### config.mk
export PLATFORM = sky130hd
export DESIGN_NAME = addsub_flag_unit
export DESIGN_NICKNAME = d
export VERILOG_FILES = /design/src/rtl/asu_pkg.sv /design/src/rtl/asu_opdecode.sv /design/src/rtl/asu_ripple.sv /design/src/rtl/asu_flaggen.sv /design/src/rtl/addsub_flag_unit.sv
export SDC_FILE = /design/constraint.sdc
export NUM_CORES = 1
export LEC_CHECK = 0
export BUFFER_PORTS_ARGS = -buffer_cell sky130_fd_sc_hd__buf_4
export CORE_UTILIZATION = 25
export DETAILED_ROUTE_END_ITERATION = 6
export PLACE_DENSITY_LB_ADDON = 0.12
export SYNTH_ARGS = -nofsm -noshare
export SYNTH_HDL_FRONTEND = slang
export SYNTH_HIERARCHICAL = 1
export SYNTH_SLANG_ARGS = --single-unit
### constraint.sdc
create_clock -name vclk -period 12.35
set_clock_uncertainty 0.1 [all_clocks]
set_input_delay 1.235 -clock vclk [all_inputs]
set_output_delay 1.235 -clock vclk [all_outputs]
set_load 0.01 [all_outputs]
### src/rtl/asu_pkg.sv
package asu_pkg;

    typedef enum logic [2:0] {
        OP_ADD  = 3'd0,
        OP_ADC  = 3'd1,
        OP_SUB  = 3'd2,
        OP_SBB  = 3'd3,
        OP_INC  = 3'd4,
        OP_DEC  = 3'd5,
        OP_RSV6 = 3'd6,
        OP_RSV7 = 3'd7
    } asu_op_e;

    typedef struct packed {
        logic subtract;    // invert B and the carry into the chain
        logic use_carry;   // fold the incoming carry flag into the operation
        logic unit_b;      // replace operand B by the constant one
        logic hold_carry;  // carry flag passes through unchanged
    } asu_ctrl_t;

endpackage

### src/rtl/asu_opdecode.sv
module asu_opdecode
    import asu_pkg::*;
(
    input  logic [2:0] op_code,
    output asu_ctrl_t  ctrl
);

    asu_op_e op;

    always_comb begin
        op = asu_op_e'(op_code);
        unique case (op)
            OP_ADD:  ctrl = '{subtract: 1'b0, use_carry: 1'b0, unit_b: 1'b0, hold_carry: 1'b0};
            OP_ADC:  ctrl = '{subtract: 1'b0, use_carry: 1'b1, unit_b: 1'b0, hold_carry: 1'b0};
            OP_SUB:  ctrl = '{subtract: 1'b1, use_carry: 1'b0, unit_b: 1'b0, hold_carry: 1'b0};
            OP_SBB:  ctrl = '{subtract: 1'b1, use_carry: 1'b1, unit_b: 1'b0, hold_carry: 1'b0};
            OP_INC:  ctrl = '{subtract: 1'b0, use_carry: 1'b0, unit_b: 1'b1, hold_carry: 1'b1};
            OP_DEC:  ctrl = '{subtract: 1'b1, use_carry: 1'b0, unit_b: 1'b1, hold_carry: 1'b1};
            OP_RSV6,
            OP_RSV7: ctrl = '{subtract: 1'b0, use_carry: 1'b0, unit_b: 1'b0, hold_carry: 1'b0};
        endcase
    end

endmodule

### src/rtl/asu_ripple.sv
module asu_ripple #(
    parameter int DATA_W   = 16,
    parameter int NARROW_W = 8,
    parameter int NIBBLE_W = 4
) (
    input  logic [DATA_W-1:0] add_a,
    input  logic [DATA_W-1:0] add_b,
    input  logic              add_cin,
    output logic [DATA_W-1:0] sum,
    output logic              co_word,
    output logic              ci_word_msb,
    output logic              co_narrow,
    output logic              ci_narrow_msb,
    output logic              co_nibble
);

    logic [DATA_W:0] chain;

    assign chain[0] = add_cin;

    for (genvar i = 0; i < DATA_W; i++) begin : g_bit
        assign sum[i]     = add_a[i] ^ add_b[i] ^ chain[i];
        assign chain[i+1] = (add_a[i] & add_b[i]) | (chain[i] & (add_a[i] ^ add_b[i]));
    end

    assign co_word       = chain[DATA_W];
    assign ci_word_msb   = chain[DATA_W-1];
    assign co_narrow     = chain[NARROW_W];
    assign ci_narrow_msb = chain[NARROW_W-1];
    assign co_nibble     = chain[NIBBLE_W];

endmodule

### src/rtl/asu_flaggen.sv
module asu_flaggen #(
    parameter int DATA_W   = 16,
    parameter int NARROW_W = 8,
    parameter int PARITY_W = 8
) (
    input  logic [DATA_W-1:0] sum,
    input  logic              co_word,
    input  logic              ci_word_msb,
    input  logic              co_narrow,
    input  logic              ci_narrow_msb,
    input  logic              co_nibble,
    input  logic              word_sel,
    input  logic              subtract,
    input  logic              hold_carry,
    input  logic              carry_in,
    output logic [DATA_W-1:0] result,
    output logic              flag_carry,
    output logic              flag_aux,
    output logic              flag_sign,
    output logic              flag_zero,
    output logic              flag_parity,
    output logic              flag_ovf
);

    localparam int UPPER_W = DATA_W - NARROW_W;

    logic chain_out;

    always_comb begin
        if (word_sel) begin
            result    = sum;
            chain_out = co_word;
            flag_ovf  = co_word ^ ci_word_msb;
            flag_sign = sum[DATA_W-1];
        end else begin
            result    = {{UPPER_W{1'b0}}, sum[NARROW_W-1:0]};
            chain_out = co_narrow;
            flag_ovf  = co_narrow ^ ci_narrow_msb;
            flag_sign = sum[NARROW_W-1];
        end
        // a subtraction's chain carries "no borrow", so invert for the flag
        flag_carry  = hold_carry ? carry_in : (chain_out ^ subtract);
        flag_aux    = co_nibble ^ subtract;
        flag_zero   = (result == '0);
        flag_parity = ~(^result[PARITY_W-1:0]);
    end

endmodule

### src/rtl/addsub_flag_unit.sv
module addsub_flag_unit
    import asu_pkg::*;
#(
    parameter int DATA_W   = 16,
    parameter int NARROW_W = 8,
    parameter int NIBBLE_W = 4,
    parameter int PARITY_W = 8
) (
    input  logic [DATA_W-1:0] opnd_a,
    input  logic [DATA_W-1:0] opnd_b,
    input  logic [2:0]        op_code,
    input  logic              word_sel,
    input  logic              carry_in,
    output logic [DATA_W-1:0] result,
    output logic              flag_carry,
    output logic              flag_aux,
    output logic              flag_sign,
    output logic              flag_zero,
    output logic              flag_parity,
    output logic              flag_ovf
);

    localparam int UPPER_W = DATA_W - NARROW_W;
    localparam logic [DATA_W-1:0] ONE = DATA_W'(1);

    asu_ctrl_t         ctrl;
    logic [DATA_W-1:0] b_eff;
    logic [DATA_W-1:0] add_b;
    logic              add_cin;
    logic [DATA_W-1:0] sum;
    logic              co_word, ci_word_msb, co_narrow, ci_narrow_msb, co_nibble;

    asu_opdecode u_dec (
        .op_code (op_code),
        .ctrl    (ctrl)
    );

    always_comb begin
        b_eff   = ctrl.unit_b ? ONE : opnd_b;
        add_b   = ctrl.subtract ? ~b_eff : b_eff;
        add_cin = (ctrl.use_carry & carry_in) ^ ctrl.subtract;
    end

    asu_ripple #(
        .DATA_W   (DATA_W),
        .NARROW_W (NARROW_W),
        .NIBBLE_W (NIBBLE_W)
    ) u_add (
        .add_a         (opnd_a),
        .add_b         (add_b),
        .add_cin       (add_cin),
        .sum           (sum),
        .co_word       (co_word),
        .ci_word_msb   (ci_word_msb),
        .co_narrow     (co_narrow),
        .ci_narrow_msb (ci_narrow_msb),
        .co_nibble     (co_nibble)
    );

    asu_flaggen #(
        .DATA_W   (DATA_W),
        .NARROW_W (NARROW_W),
        .PARITY_W (PARITY_W)
    ) u_flg (
        .sum           (sum),
        .co_word       (co_word),
        .ci_word_msb   (ci_word_msb),
        .co_narrow     (co_narrow),
        .ci_narrow_msb (ci_narrow_msb),
        .co_nibble     (co_nibble),
        .word_sel      (word_sel),
        .subtract      (ctrl.subtract),
        .hold_carry    (ctrl.hold_carry),
        .carry_in      (carry_in),
        .result        (result),
        .flag_carry    (flag_carry),
        .flag_aux      (flag_aux),
        .flag_sign     (flag_sign),
        .flag_zero     (flag_zero),
        .flag_parity   (flag_parity),
        .flag_ovf      (flag_ovf)
    );

    // Operand-to-output relations that hold for every operation
    logic [DATA_W-1:0] chk_a, chk_r;
    logic              chk_a_msb, chk_r_msb, chk_is_add, chk_is_sub, chk_is_step;

    always_comb begin
        chk_a       = word_sel ? opnd_a : {{UPPER_W{1'b0}}, opnd_a[NARROW_W-1:0]};
        chk_r       = word_sel ? result : {{UPPER_W{1'b0}}, result[NARROW_W-1:0]};
        chk_a_msb   = word_sel ? opnd_a[DATA_W-1] : opnd_a[NARROW_W-1];
        chk_r_msb   = word_sel ? result[DATA_W-1] : result[NARROW_W-1];
        chk_is_add  = (op_code == 3'd0) || (op_code == 3'd1) || (op_code[2:1] == 2'b11);
        chk_is_sub  = (op_code == 3'd2) || (op_code == 3'd3);
        chk_is_step = (op_code == 3'd4) || (op_code == 3'd5);

        // a carry out of an addition means the result wrapped below A
        a_r1_add_carry_wrap: assert (!(chk_is_add && flag_carry) || (chk_r <= chk_a))
            else $error("R1: carry set but result above operand A");
        // a borrow means the difference wrapped to at least A
        a_r4_sub_borrow_wrap: assert (!(chk_is_sub && flag_carry) || (chk_r >= chk_a))
            else $error("R4: borrow set but result below operand A");
        // signed overflow always flips the sign relative to operand A
        a_r3_no_overflow: assert (!flag_ovf || (chk_r_msb != chk_a_msb))
            else $error("R3: overflow without sign change from operand A");
        // negative and zero cannot both be reported
        a_r6_sign_zero_excl: assert (!(flag_sign && flag_zero))
            else $error("R6: sign and zero flags both set");
        // increment and decrement leave the carry flag as it came in
        a_r8_carry_hold: assert (!chk_is_step || (flag_carry == carry_in))
            else $error("R8: carry flag altered by increment or decrement");
        // byte mode keeps the high result byte clear
        a_r9_upper_clear: assert (word_sel || (result[DATA_W-1:NARROW_W] == '0))
            else $error("R9: high byte non-zero in byte mode");
    end

endmodule

### Word level (Yosys, flattened, before mapping)

Memory sizes are Yosys's and may differ from the RTL's.
Index checks and enable logic that the tools add are counted.

* word-level logic and storage cells: 98
* memories: 1
* memory bits (read-only): 32
* output and inout port bits: 22
* flip-flop bits (word level): 0

Memories
* (name not given): words 8, bits a word 4, read ports 1, clocked after memory_dff 0, wr ports 0, RTL line asu_opdecode.sv:12 `unique case (op)`

* reduce and logical (&&, ||, !) cells: 2
* bitwise operators: 88
* multiplexer cells: 7

Operator list (number)
* two-way mux 16 bit: 3
* XOR 1 bit: 37
* AND 1 bit: 33
* zero test 16 bit: 1
* inverter 16 bit: 1
* OR 1 bit: 16
* parity 8 bit: 1
* two-way mux 1 bit: 4
* inverter 1 bit: 1

### Depth between registers and ports, before layout

An unclocked memory read counts as a cell.

* depth in word-level cells: 40
* gate-level depth with buffers: 34
* depth with buffers taken out: 32

### Hierarchy

The synthesis kept the hierarchy.

Modules (own cells, without submodules)
* asu_ripple: sequential area each 0.0 sq um, times used 1, area an instance 429.2 sq um, cells an instance 45
* addsub_flag_unit: sequential area each 0.0 sq um, times used 1, area an instance 351.6 sq um, cells an instance 37
* asu_flaggen: sequential area each 0.0 sq um, times used 1, area an instance 319.1 sq um, cells an instance 47
* asu_opdecode: sequential area each 0.0 sq um, times used 1, area an instance 43.8 sq um, cells an instance 5

### Worst setup path before layout

OpenSTA, ideal clock, no wires.

* path type: input to output
* start: input port op_code[2]
* end: output port flag_zero
* stages: 33
* arrival: 7.790 ns
* setup slack: 3.225 ns
* data required time: 11.015 ns
* path through: nor2b_4 a21o_1 buf_6 xnor2_1 fa_1 inv_1 fa_1 inv_1 fa_1 inv_1 fa_1 fa_1 inv_1 fa_1 inv_1 fa_1 inv_1 fa_1 inv_1 fa_1 inv_1 fa_1 fa_1 fa_1 fa_1 fa_1 inv_1 fa_1 inv_1 fa_1 nor4_1 nand2_1 a21oi_1

RTL lines
* from (decl): RTL line addsub_flag_unit.sv:11 `input logic [2:0] op_code,`
* to (decl): RTL line addsub_flag_unit.sv:18 `output logic flag_zero,`

==> reports/qor.csv <==
stage,metric,value,unit
grt,first-pass GRT wire length,4150,µm
grt,largest net degree at the start of global routing,20,
floorplan,row cnt,24,
power,Pwr Total,0.166,mW
timing,Final setup viols,0,
logic_synthesis,syn_nets,191,
power,pwr dens,107,mW/mm²
detailed_routing,first drt pass iteration count,2,
layout,fin cells,233,
layout,# fillers,495,
floorplan,die area,0.00485,mm²
power,Pleak,0.834,nW
layout,Final Util,0.354,
timing,Final period util,0.814,
timing,total negative slack,0,ns
outcome,status,"complete, no violations",
floorplan,Boundary Pins,59,
layout,Synth-to-Final Area Change,35.9,%
setup_path,Most common cell on crit path,fa_1,
logic_synthesis,Post-Syn Area,0.00114,mm²
floorplan,Die Ht,69.6,µm
setup_path,slowest cell on the critical path,fa_1,
logic_synthesis,Cells after Synth,134,
setup_path,WP data required,11.02,ns
layout,CLK BUF,0,
detailed_routing,vias per cell,3.79,
floorplan,Starting Density,0.261,
setup_path,Worst Path Max Fanout,19,
timing,achievable frequency,99.4,MHz
logic_synthesis,"Seq/Total Area, Yosys",0,
setup_path,CP top delay family,adder cells,
grt,initial antenna violation count,0,
timing,Worst slew margin,0.708,
layout,post-route cell area,0.00155,mm²
timing,unrepaired setup endpoints after global routing,no,
floorplan,die width,69.6,µm
setup_path,Worst path max stage delay,0.47,ns
cts,# hold bufs at CTS,0,
placed_design,PortBufs,59,
detailed_routing,routed wire length,2410,µm
timing,Tmin final,10.06,ns
placed_design,Placed Cells,233,
timing,hold violation count in the final report,0,
grt,grt total ovfl,0,
placed_design,dpl hpwl,2150,µm
placed_design,Placed Area,0.00155,mm²
detailed_routing,initial DRC count,8,
setup_path,worst path bufs/invs,13,
run,maxcap violations,0,
logic_synthesis,synthesized area per cell,8.53,µm²
setup_path,critical path arrival,8.72,ns
layout,Seq cells,0,
setup_path,Worst Setup End Kind,output port,
power,Max IR drop VDD,0.0000355,V
floorplan,core area,0.00438,mm²
detailed_routing,Post-route DRC,0,
logic_synthesis,Syn. warnings,6,
layout,nets@finish,240,
timing,fin. max-slew vios,0,
cts,post_cts resized,0,
layout,layout cells sized above 1,0.398,
grt,number of global-route vias before repair,948,
layout,register area,0,µm²
detailed_routing,DR vias,883,
detailed_routing,"antenna viol nets, final",0,
detailed_routing,routed length per instance,10.3,µm
min_path,HP Class,primary input to output port,
placed_design,routability congestion estimate,0.677,
timing,Slew @ Worst Pin,0.437,ns
grt,GRT Total Usage,0.100,
logic_synthesis,Synth cell types,25,
setup_path,Worst setup SP type,primary input,
cts,post-CTS setup repair buffer count,0,
setup_path,Critical Setup Path Class,primary input to output port,
layout,ant diodes,0,
-- final timing paths --
kind,slack [ns],start,to,cells past startpoint
worst min-delay path,2.68,carry_in,flag_carry,4
worst max-delay path,2.29,op_code[2],flag_zero,35
-- cells by family (layout without fill, tap and decap cells) --
group | Yosys count | count (layout) | synth area share
AND/OR/NAND/NOR | 34 | 34 | 0.244
buffers and inverters | 50 | 97 | 0.213
multiplexers | 1 | 1 | 0.00875
XOR/XNOR | 24 | 24 | 0.184
AO/OA/AOI/OAI | 5 | 5 | 0.0263
adder cells (fa/ha/maj) | 20 | 20 | 0.324
-- cell type report --
type	count	area, µm²	area share
Timing Repair Buffer	60	450	0.290
Multi-Input combinational cell	84	900	0.579
Inverter	37	139	0.0894
Tap cell	52	65.1	0.0419
-- stage by stage --
step	setup slack, ns	hold WS, ns
floorplan	3.22	2.49
global placement	2.28	2.69
detailed placement	2.22	2.69
CTS	2.19	2.69
global route	1.71	2.71
finish	2.29	2.68
-- routing by layer --
metal / track usage / share of wire / vias up
met4: 0 / 0 / 0
met1: 0.143 / 0.47 / 391
li1: - / - / 463
met5: 0 / 0 / -
met3: 0.00872 / 0.054 / 0
met2: 0.176 / 0.47 / 29
-- where the power goes --
group          internal, mW  switching (mW)  leakage, nW
Combinational        0.0887          0.0774        0.834
Sequential                0               0            0
Clock                     0               0            0
Total                0.0887          0.0774        0.834
-- placed cells by master (no fill, tap or decap), types with 2 or more instances in the layout --
cell / synthesis / routed
fa_1: 16 / 16
nor4_1: 2 / 2
nand2b_1: 6 / 6
xnor2_1: 21 / 21
xor2_1: 3 / 3
buf_4: 9 / 60
ha_1: 4 / 4
inv_1: 37 / 37
and2_1: 7 / 7
nand2b_4: 9 / 9
nand2_1: 4 / 4
-- worst min-delay path: cells and delay by family --
family          cells  cell delay [ns]
simple gates        1             0.04
buf+inv             2             0.20
compound gates      1             0.07
-- Yosys cell counts (all sizes together) --
library cell	n	area (µm²)
buf	12	101
o21ai	2	10.0
a21o	1	7.51
clkbuf	1	3.75
and2	8	51.3
nand4	1	6.26
xor2	3	26.3
o21bai	1	7.51
and2b	1	8.76
fa	16	320
ha	4	50.1
nor2b	2	20.0
nor2	1	3.75
inv	37	139
xnor2	21	184
mux2i	1	10.0
nor4	2	12.5
nand2	4	15.0
nand2b	15	161
a21oi	1	5.00
Note: power is estimated with default switching activity, not from simulation.
